### src/rtl/prewitt_pkg.sv
package prewitt_pkg;

  // Width of an unsigned three-pixel sum.
  function automatic int unsigned tri_sum_w(input int unsigned pix_w);
    return pix_w + 2;
  endfunction

  // Width of a signed gradient (three-pixel sum difference).
  function automatic int unsigned grad_w(input int unsigned pix_w);
    return pix_w + 3;
  endfunction

  // Number of gradient axes handled in parallel.
  localparam int unsigned NUM_AXES = 2;
  localparam int unsigned TAPS_PER_SIDE = 3;

endpackage

### src/rtl/prewitt_grad.sv
module prewitt_grad
  import prewitt_pkg::*;
#(
  parameter int unsigned PIX_W = 8,
  localparam int unsigned SUM_W = tri_sum_w(PIX_W),
  localparam int unsigned GRD_W = grad_w(PIX_W)
) (
  input  logic [PIX_W-1:0]        pos_a,
  input  logic [PIX_W-1:0]        pos_b,
  input  logic [PIX_W-1:0]        pos_c,
  input  logic [PIX_W-1:0]        neg_a,
  input  logic [PIX_W-1:0]        neg_b,
  input  logic [PIX_W-1:0]        neg_c,
  output logic signed [GRD_W-1:0] grad
);

  logic [SUM_W-1:0] pos_sum;
  logic [SUM_W-1:0] neg_sum;

  always_comb begin
    pos_sum = {2'b00, pos_a} + {2'b00, pos_b} + {2'b00, pos_c};
    neg_sum = {2'b00, neg_a} + {2'b00, neg_b} + {2'b00, neg_c};
    grad    = $signed({1'b0, pos_sum}) - $signed({1'b0, neg_sum});
  end

endmodule

### src/rtl/prewitt_absval.sv
module prewitt_absval #(
  parameter int unsigned IN_W = 11,
  localparam int unsigned MAG_W = IN_W - 1
) (
  input  logic signed [IN_W-1:0] val,
  output logic [MAG_W-1:0]       mag
);

  logic [IN_W-1:0] raw;
  logic [IN_W-1:0] negated;

  always_comb begin
    raw     = val;
    negated = (~raw) + {{(IN_W-1){1'b0}}, 1'b1};
    mag     = raw[IN_W-1] ? negated[MAG_W-1:0] : raw[MAG_W-1:0];
  end

endmodule

### src/rtl/prewitt_satsum.sv
module prewitt_satsum #(
  parameter int unsigned MAG_W = 10,
  parameter int unsigned PIX_W = 8
) (
  input  logic [MAG_W-1:0] mag_a,
  input  logic [MAG_W-1:0] mag_b,
  output logic [PIX_W-1:0] pix
);

  localparam logic [MAG_W:0] LIMIT = (MAG_W+1)'((1 << PIX_W) - 1);

  logic [MAG_W:0] total;

  always_comb begin
    total = {1'b0, mag_a} + {1'b0, mag_b};
    if (total > LIMIT) pix = '1;
    else               pix = total[PIX_W-1:0];
  end

endmodule

### src/rtl/prewitt_mag.sv
module prewitt_mag
  import prewitt_pkg::*;
#(
  parameter int unsigned PIX_W = 8
) (
  input  logic             clk,
  input  logic             rst_n,
  input  logic             in_valid,
  input  logic [PIX_W-1:0] nb_tl,
  input  logic [PIX_W-1:0] nb_tc,
  input  logic [PIX_W-1:0] nb_tr,
  input  logic [PIX_W-1:0] nb_ml,
  input  logic [PIX_W-1:0] nb_mr,
  input  logic [PIX_W-1:0] nb_bl,
  input  logic [PIX_W-1:0] nb_bc,
  input  logic [PIX_W-1:0] nb_br,
  output logic             out_valid,
  output logic [PIX_W-1:0] out_pix
);

  localparam int unsigned GRD_W   = grad_w(PIX_W);
  localparam int unsigned MAG_W   = GRD_W - 1;
  localparam logic [MAG_W-1:0] MAX_MAG = MAG_W'(3 * ((1 << PIX_W) - 1));
  localparam logic [MAG_W-1:0] PIX_MAX = MAG_W'((1 << PIX_W) - 1);

  // Tap routing: axis 0 = top row minus bottom row,
  //              axis 1 = right column minus left column.
  logic [PIX_W-1:0] pos_tap [NUM_AXES][TAPS_PER_SIDE];
  logic [PIX_W-1:0] neg_tap [NUM_AXES][TAPS_PER_SIDE];

  always_comb begin
    pos_tap[0][0] = nb_tl; pos_tap[0][1] = nb_tc; pos_tap[0][2] = nb_tr;
    neg_tap[0][0] = nb_bl; neg_tap[0][1] = nb_bc; neg_tap[0][2] = nb_br;
    pos_tap[1][0] = nb_tr; pos_tap[1][1] = nb_mr; pos_tap[1][2] = nb_br;
    neg_tap[1][0] = nb_tl; neg_tap[1][1] = nb_ml; neg_tap[1][2] = nb_bl;
  end

  logic signed [GRD_W-1:0] grad_c [NUM_AXES];
  logic [MAG_W-1:0]        mag_c  [NUM_AXES];
  logic [MAG_W-1:0]        mag_d  [NUM_AXES];
  logic [MAG_W-1:0]        mag_q  [NUM_AXES];

  for (genvar k = 0; k < NUM_AXES; k++) begin : g_axis
    prewitt_grad #(.PIX_W(PIX_W)) u_grad (
      .pos_a (pos_tap[k][0]),
      .pos_b (pos_tap[k][1]),
      .pos_c (pos_tap[k][2]),
      .neg_a (neg_tap[k][0]),
      .neg_b (neg_tap[k][1]),
      .neg_c (neg_tap[k][2]),
      .grad  (grad_c[k])
    );

    prewitt_absval #(.IN_W(GRD_W)) u_abs (
      .val (grad_c[k]),
      .mag (mag_c[k])
    );

    // Stage 1 next state: load on a valid window, hold otherwise.
    always_comb begin
      mag_d[k] = in_valid ? mag_c[k] : mag_q[k];
    end

    always_ff @(posedge clk or negedge rst_n) begin
      if (!rst_n) mag_q[k] <= '0;
      else        mag_q[k] <= mag_d[k];
    end
  end

  logic             vld1_q;
  logic [PIX_W-1:0] sat_c;
  logic [PIX_W-1:0] pix_d;
  logic [PIX_W-1:0] pix_q;
  logic             vld2_q;

  prewitt_satsum #(.MAG_W(MAG_W), .PIX_W(PIX_W)) u_sat (
    .mag_a (mag_q[0]),
    .mag_b (mag_q[1]),
    .pix   (sat_c)
  );

  // Stage 2 next state: load the clamped sum only behind a valid window.
  always_comb begin
    pix_d = vld1_q ? sat_c : pix_q;
  end

  always_ff @(posedge clk or negedge rst_n) begin
    if (!rst_n) begin
      vld1_q <= 1'b0;
      vld2_q <= 1'b0;
      pix_q  <= '0;
    end else begin
      vld1_q <= in_valid;
      vld2_q <= vld1_q;
      pix_q  <= pix_d;
    end
  end

  assign out_valid = vld2_q;
  assign out_pix   = pix_q;

  // Window accepted now reaches the output two edges later.
  p_valid_lat_r4: assert property (@(posedge clk) disable iff (!rst_n)
    in_valid |=> ##1 out_valid);

  // No output strobe without an input window two edges earlier.
  p_no_spurious_r4: assert property (@(posedge clk) disable iff (!rst_n)
    !in_valid |=> ##1 !out_valid);

  // Output pixel holds when no window is in the last stage.
  p_hold_r5: assert property (@(posedge clk) disable iff (!rst_n)
    !vld1_q |=> $stable(out_pix));

  // A gradient magnitude never exceeds three full-scale pixels.
  p_mag_range_r7: assert property (@(posedge clk) disable iff (!rst_n)
    in_valid |=> (mag_q[0] <= MAX_MAG) && (mag_q[1] <= MAX_MAG));

  // Uniform neighbourhood produces zero gradients.
  p_flat_r8: assert property (@(posedge clk) disable iff (!rst_n)
    (in_valid && nb_tl == nb_tc && nb_tc == nb_tr && nb_tr == nb_ml &&
     nb_ml == nb_mr && nb_mr == nb_bl && nb_bl == nb_bc && nb_bc == nb_br)
    |=> (mag_q[0] == '0) && (mag_q[1] == '0));

  // A single gradient above full scale forces a clamped output.
  p_clamp_r3: assert property (@(posedge clk) disable iff (!rst_n)
    (vld1_q && (mag_q[0] > PIX_MAX || mag_q[1] > PIX_MAX)) |=> (out_pix == '1));

endmodule

### config.mk
export PLATFORM = sky130hd
export DESIGN_NAME = prewitt_mag
export DESIGN_NICKNAME = d
export VERILOG_FILES = /design/src/rtl/prewitt_pkg.sv /design/src/rtl/prewitt_grad.sv /design/src/rtl/prewitt_absval.sv /design/src/rtl/prewitt_satsum.sv /design/src/rtl/prewitt_mag.sv
export SDC_FILE = /design/constraint.sdc
export NUM_CORES = 1
export LEC_CHECK = 0
export BUFFER_PORTS_ARGS = -buffer_cell sky130_fd_sc_hd__buf_2
export CAP_MARGIN = 10
export CORE_UTILIZATION = 30
export DETAILED_ROUTE_END_ITERATION = 6
export GPL_TIMING_DRIVEN = 1
export SLEW_MARGIN = 0
export SYNTH_ARGS = -nofsm -noshare
export SYNTH_HDL_FRONTEND = slang
export SYNTH_HIERARCHICAL = 1
export SYNTH_SLANG_ARGS = --single-unit
### constraint.sdc
create_clock -name clk -period 2.73 [get_ports clk]
set_input_delay 0.1365 -clock clk [delete_from_list [all_inputs] [get_ports clk]]
set_output_delay 0.1365 -clock clk [all_outputs]
set_load 0.03 [all_outputs]
==> results.md, run 1 <==
* Vias/cell at 4.55
* Top cells by count, synth: 86 x inv_1, 70 x ha_1, 44 x xnor2_1
* Mapped cell area at 0.00511 mm2
* Antenna violations before repair at 0
* Share of the synthesized area in the top cell type at 17.1%
* Total GRT Usage at 15.0%
* Placed insts at 975
* Final worst slack at -1910 ps
* Post-Synth XOR/XNOR Area at 10.5%
* Top post-synthesis cells by area: ha_1 17%, dfrtp_1 15%, fa_1 14%
* Smallest hold slack at 312 ps
* Synth unique cells at 59
* Yosys warns at 6
* Area Overhead vs Synth at 51.7%
* Post-synth net total at 724
* Largest delay share family, worst path: adder cells
* GP Congestion at 0.869
* Worst Path Max Fanout at 5
* Worst-Margin Slew at 643 ps
* Clock sinks at 30
* Full die area at 0.0176 mm2
* # rows at 47
* Post-synthesis cell count at 552
* Port Buf Inserts at 75
* Area share of and/or/nand/nor cells after synthesis at 12.1%
* Status: complete, but fails checks
* Clock root buffer: clkbuf_16
* CP Launch Type: input port
* Drt initial violations at 93
* Multiplexer share of the synthesized area at 7.84%
* Layout cells sized above 1 at 46.3%
* Worst Path Required at 2890 ps
* H-tree levels at 2
* Drt drc at 0
* Clock buffer depth at 2
* Avg Inst Size Synth at 9.26 um2
* Synth area leader: ha_1
* Vias in the first global route at 4805
* Buf/Inv on CP at 3
* Num CTS Buffers at 5
* Overall die width at 133 um
* #FFs+latches synth at 30
* Synth Flop Type: dfrtp_1
* Final Non-Filler Cells at 1008
* Final Hold Fails at 0
* Drt pass-1 iters at 4
* Largest net degree at the start of global routing at 31
* Cell area power density at 1550 mW/mm2
* Type of destination of the critical path: register
* First-pass GRT wire length at 21.7 mm
* Final core utilization at 46.8%
* Chip height at 133 um
* Final Critical Period at 4640 ps
* Core area at 0.0166 mm2
* Async set-reset flop share out of synthesis at 100%
* Initial Utilization at 30.8%
* Worst skew pair latency at 270 ps
* Slew headroom at 57.2%
* Crit path cell chain: buf_8 -> ha_4 -> inv_2 -> fa_2 -> nor2b_1 -> o21a_1 -> nor2_2 -> xnor2_1 -> ha_1 -> and3_1 -> a221o_1 -> or4_4 -> nand3_4 -> xnor2_2 -> fa_1 -> ha_4 -> o21ai_2 -> o21bai_4 -> o21ai_2 -> o41ai_4 -> buf_6 -> o41ai_4 -> xnor2_1 -> mux2_4
* # IOs at 76
* Antenna fix cells at 0
* Hold Path Class: input port to register
* Adder-Cell Fraction of Synth Area at 30.9%
* Crit Path Category: input port to register
* Worst slack, placed at -2150 ps
* Largest family of logic cells by synthesized area: adder cells
* CTS tree: yes
* Max-Cap Viols at 0
* Peak Freq at 216 MHz
* Worst IR drop on VDD at 0.781 mV
* Filler instances at 1590
* Post-synthesis compound-gate area fraction at 16.6%
* Routed vias at 4586
* Detail Route Antenna Nets at 0
* Total power at 12000 uW
* # setup viols final at 18
* EDFF count, synth at 0
* Failing checks: setup timing
* Sequential fraction of the synthesis area at 14.7%
* LEAKAGE at 0.00380 uW
* Final Skew at 6.85 ps
* Crit path arrival time at 4800 ps
* Hpwl dp at 10.8 mm
* Final WL at 12.9 mm
* Most numerous cell in the Yosys netlist: inv_1
* Max-slew violations at 0
* Slowest cell delay on critical path at 580 ps
* Crit share post-route at 170%
* Layout Nets at 959
* Clk slew on worst S/H paths at 50 ps
* GRT overflow at 0
* RSZ-0062 raised after global routing: true
* DR WL/cell at 12.8 um
* Slowest cell on crit path: fa_1
-- power breakdown --
part | leakage [uW] | switching (uW) | total (uW) | internal (uW)
registers | 0.000331 | 127 | 797 | 669
logic | 0.00340 | 4750 | 10600 | 5870
clock network | 0.0000781 | 174 | 604 | 429
-- metal layers --
layer | share of wire (%) | track usage (%) | up-vias
met3 | 2.5 | 1.46 | 19
met5 | 0 | 0 | -
met2 | 51 | 29.2 | 79
li1 | - | - | 2385
met4 | 1.9 | 3.13 | 0
met1 | 44 | 17.7 | 2103
-- placed cells by master (no fill, tap or decap), types with 17 or more instances in the layout --
cell | synthesis | routed
a21oi_1 | 20 | 17
buf_2 | 1 | 71
inv_1 | 86 | 82
buf_4 | 2 | 150
mux2_4 | 20 | 20
nor2_1 | 34 | 27
xnor2_1 | 44 | 33
dfrtp_1 | 30 | 30
ha_1 | 70 | 58
fa_1 | 35 | 32
-- timing repair --
item                                    in CTS  in global routing
hold buffers                                 1                  0
buffers inserted                            24                  4
hold endpoints to repair                    30                  0
resized for setup                           66                 40
cloned                                       2                  0
endpoints found under the setup margin      18                 18
pin swaps                                   46                 47
-- metrics by stage --
step / area [um2] / setup TNS (ps)
after floorplan: 5240 / -28220
after global placement: 6850 / -35370
after detailed placement: 6850 / -36550
after CTS: 7500 / -28950
after global routing: 7750 / -33980
final: 7750 / -30580
-- cell type report --
type	instances	area (um2)	area share, %
Multi-Input combinational cell	428	4580	59.0
Timing Repair Buffer	236	1660	21.5
Sequential cell	30	751	9.68
Inverter	86	323	4.16
Tap cell	220	275	3.55
Clock buffer	7	133	1.71
Clock inverter	1	30.0	0.387
-- worst paths after layout --
check                                    endpoint  slack, ps                    from  depth (start not counted)
setup / recovery            mag_q[17]$_DFFE_PN0P_      -1910                nb_tl[0]                         24
hold / removal                   vld1_q$_DFF_PN0_        310                in_valid                          1
setup reg to reg           out_pix[7]$_DFFE_PN0P_        280   mag_q[10]$_DFFE_PN0P_                          9
hold reg to reg            out_pix[4]$_DFFE_PN0P_        500  out_pix[4]$_DFFE_PN0P_                          1
max in group asynchronous   mag_q[14]$_DFFE_PN0P_       1890                   rst_n                          2
min in group asynchronous     out_valid$_DFF_PN0_        420                   rst_n                          2
-- kinds of logic (layout without fill, tap and decap cells) --
| logic type | Yosys count | in the layout |
|---|---|---|
| compound gates | 113 | 113 |
| flops | 30 | 30 |
| mux | 29 | 29 |
| simple gates | 120 | 120 |
| xor+xnor | 61 | 61 |
| buf+inv | 94 | 330 |
| fa+ha+maj | 105 | 105 |
-- state kept, by name (all words and copies together), names as in the netlist --
register	flops
mag_q	20
out_valid	1
out_pix	8
vld1_q	1
(Power assumes the default switching activity.)
==> run 2, diff against run 1 <==
- ABC_CLOCK_PERIOD_IN_PS: default -> 2730
- SKIP_CTS_REPAIR_TIMING: default -> 1
==> run 2 against run 1 <==
  * Sequential share of layout area grew 0.32 points
  * Sequential power hardly changed
  * Cell area decreased by 3.2%
  * The flow still finishes with violations (setup timing)
  * Maximum frequency fell by 0.96%
  * Routed wire length decreased by 1.7%
  * Non-clock buffer count decreased by 11
  * Die area unchanged
  * Critical path depth did not move
  * Hold slack got worse by 4.3 ps
  * First-iteration DRC count increased by 38%
==> results.md, run 2 (synthesis results as in run 1) <==
* Status: complete, but fails checks
* Failing checks: setup timing
* Placed insts at 975 (unchanged)
* Chip height at 133 um (unchanged)
* Max-slew violations at 0 (unchanged)
* Number of flip-flops in the largest register at 20 (unchanged)
* Port Buf Inserts at 75 (unchanged)
* Top Metal Used: met4
* Routed wl met2 at 6.54 mm (-1.3%)
* Final WL at 12.7 mm (-1.7%)
* Full die area at 0.0176 mm2 (unchanged)
* Antenna fix cells at 0 (unchanged)
* Final Critical Period at 4680 ps (+44.8 ps)
* Drt initial violations at 128 (+38%)
* CTS tree: yes
* Reg-to-reg startpoint: mag_q[10]$_DFFE_PN0P_
* CP Launch Type: input port
* Final worst slack at -1950 ps (-44.8 ps)
* Worst slack, placed at -2150 ps (unchanged)
* Smallest hold slack at 308 ps (-4.35 ps)
* Overall die width at 133 um (unchanged)
* Total GRT Usage at 14.0% (-1.1 points)
* Routed wl met3 at 335 um (+3.1%)
* Layout cells sized above 1 at 43.6% (-2.7 points)
* Clock sinks at 30 (unchanged)
* Leading cell type in the layout, fill and taps excluded: buf_4
* Final core utilization at 45.2% (-1.5 points)
* Hold_sp: in_valid
* Initial Utilization at 30.8% (unchanged)
* Max-Cap Viols at 0 (unchanged)
* Vias/cell at 4.55 (about the same)
* Worst reg-to-reg path cell count at 9 (unchanged)
* Biggest register: mag_q
* GP Congestion at 0.869 (unchanged)
* Layout Nets at 948 (-1.1%)
* Hold EP: vld1_q$_DFF_PN0_
* First-pass GRT wire length at 20.3 mm (-6.7%)
* Worst IR drop on VDD at 0.753 mV (-3.6%)
* Clock root buffer: clkbuf_16
* Final Skew at 6.74 ps (-0.111 ps)
* Type of destination of the critical path: register
* Vias in the first global route at 4554 (-5.2%)
* # IOs at 76 (unchanged)
* Hpwl dp at 10.8 mm (unchanged)
* Crit Path Category: input port to register
* Crit share post-route at 172% (+1.6 points)
* H-tree levels at 2 (unchanged)
* Area Overhead vs Synth at 46.8%
* RSZ-0062 raised after global routing: true
* Worst r2r dst: out_pix[7]$_DFFE_PN0P_
* Reg2Reg Setup Slack at 280 ps (about the same)
* Cell area power density at 1480 mW/mm2 (-4.7%)
* DR WL/cell at 12.7 um (-0.59%)
* Routed vias at 4535 (-1.1%)
* Highest-count cells in the layout ignoring fill and taps: 142 x buf_4, 83 x inv_1, 71 x buf_2
* M1 WL at 5.73 mm (about the same)
* Hold Path Class: input port to register
* Final Hold Fails at 0 (unchanged)
* CP Launch Point: nb_tl[0]
* Hold Crit Depth at 1 (unchanged)
* Final Non-Filler Cells at 997 (-1.1%)
* # rows at 47 (unchanged)
* Drt pass-1 iters at 4 (unchanged)
* Slew headroom at 57.2% (+0.060 points)
* Crit path arrival time at 4840 ps (+40 ps)
* Core area at 0.0166 mm2 (unchanged)
* Largest net degree at the start of global routing at 31 (unchanged)
* Worst Path Max Fanout at 5 (unchanged)
* Worst skew pair latency at 270 ps (about the same)
* Worst-Margin Slew at 642 ps (-0.898 ps)
* Worst Path Required at 2890 ps (about the same)
* Peak Freq at 213 MHz (-0.96%)
* Clk slew on worst S/H paths at 50 ps (about the same)
* GRT overflow at 0 (unchanged)
* Clock buffer depth at 2 (unchanged)
* Detail Route Antenna Nets at 0 (unchanged)
* LEAKAGE at 0.00371 uW (-2.6%)
* Num CTS Buffers at 5 (unchanged)
* Drt drc at 0 (unchanged)
* # setup viols final at 18 (unchanged)
* Antenna violations before repair at 0 (unchanged)
## run 2: changes by cell type in the layout (fill, tap and decap cells not counted), moves of 3 or more
cell	delta
buf_4	-8
ha_1	+4
buf_6	-3
ha_4	-3
o21ai_1	+3
## run 2: worst max-delay path: stages
cell and delay (ps):
buf_8 80, ha_4 130, inv_2 40, fa_2 340, nor2b_1 140, o21a_1 180, nor2_2 50, xnor2_1 120
ha_1 330, and3_1 200, a221o_1 340, or4_4 440, nand3_4 80, xnor2_2 70, fa_1 580, ha_4 220
o21ai_2 60, o21bai_4 140, o21ai_2 90, o41ai_4 370, buf_4 220, o31ai_4 80, xnor2_1 140, mux2_4 260
## run 2: cell type report
type	instances	area (um2)
multi-input combinational	428	4420
clock buffer	7	133
inverter	86	323
fill	1602	9080
tap	220	275
clock inverter	1	30.0
timing repair buffer	225	1570
sequential	30	751
## run 2: power by group
group          switching (uW)  total, uW  leakage, uW  internal [uW]
registers                 126        795     0.000331            669
clock network             175        605    0.0000781            429
logic                    4330       9690      0.00330           5360
total                    4630      11100      0.00371           6460
## run 2: metal layers
metal	global-route usage, %	vias up
met5	0	-
met4	3.19	0
met3	1.46	9
met2	26.0	73
met1	17.2	2094
li1	-	2359
## run 2: worst max path at each step
stage               cells after the start                    end  slack (ps)
floorplan                              23  mag_q[15]$_DFFE_PN0P_       -1780
global placement                       24  mag_q[18]$_DFFE_PN0P_       -2060
detailed placement                     22  mag_q[19]$_DFFE_PN0P_       -2150
CTS                                    24  mag_q[15]$_DFFE_PN0P_       -1870
global route                           24  mag_q[19]$_DFFE_PN0P_       -2150
finish                                 24  mag_q[19]$_DFFE_PN0P_       -1950
## run 2: through the flow
step                      total power (uW)  TNS, ps  instance area (um2)
after CTS                             9950   -31570                 7020
after global routing                 12100   -34870                 7500
after global placement                9160   -35370                 6850
final                                11100   -32030                 7500
after detailed placement              9300   -36550                 6850
after floorplan                       6570   -28220                 5240
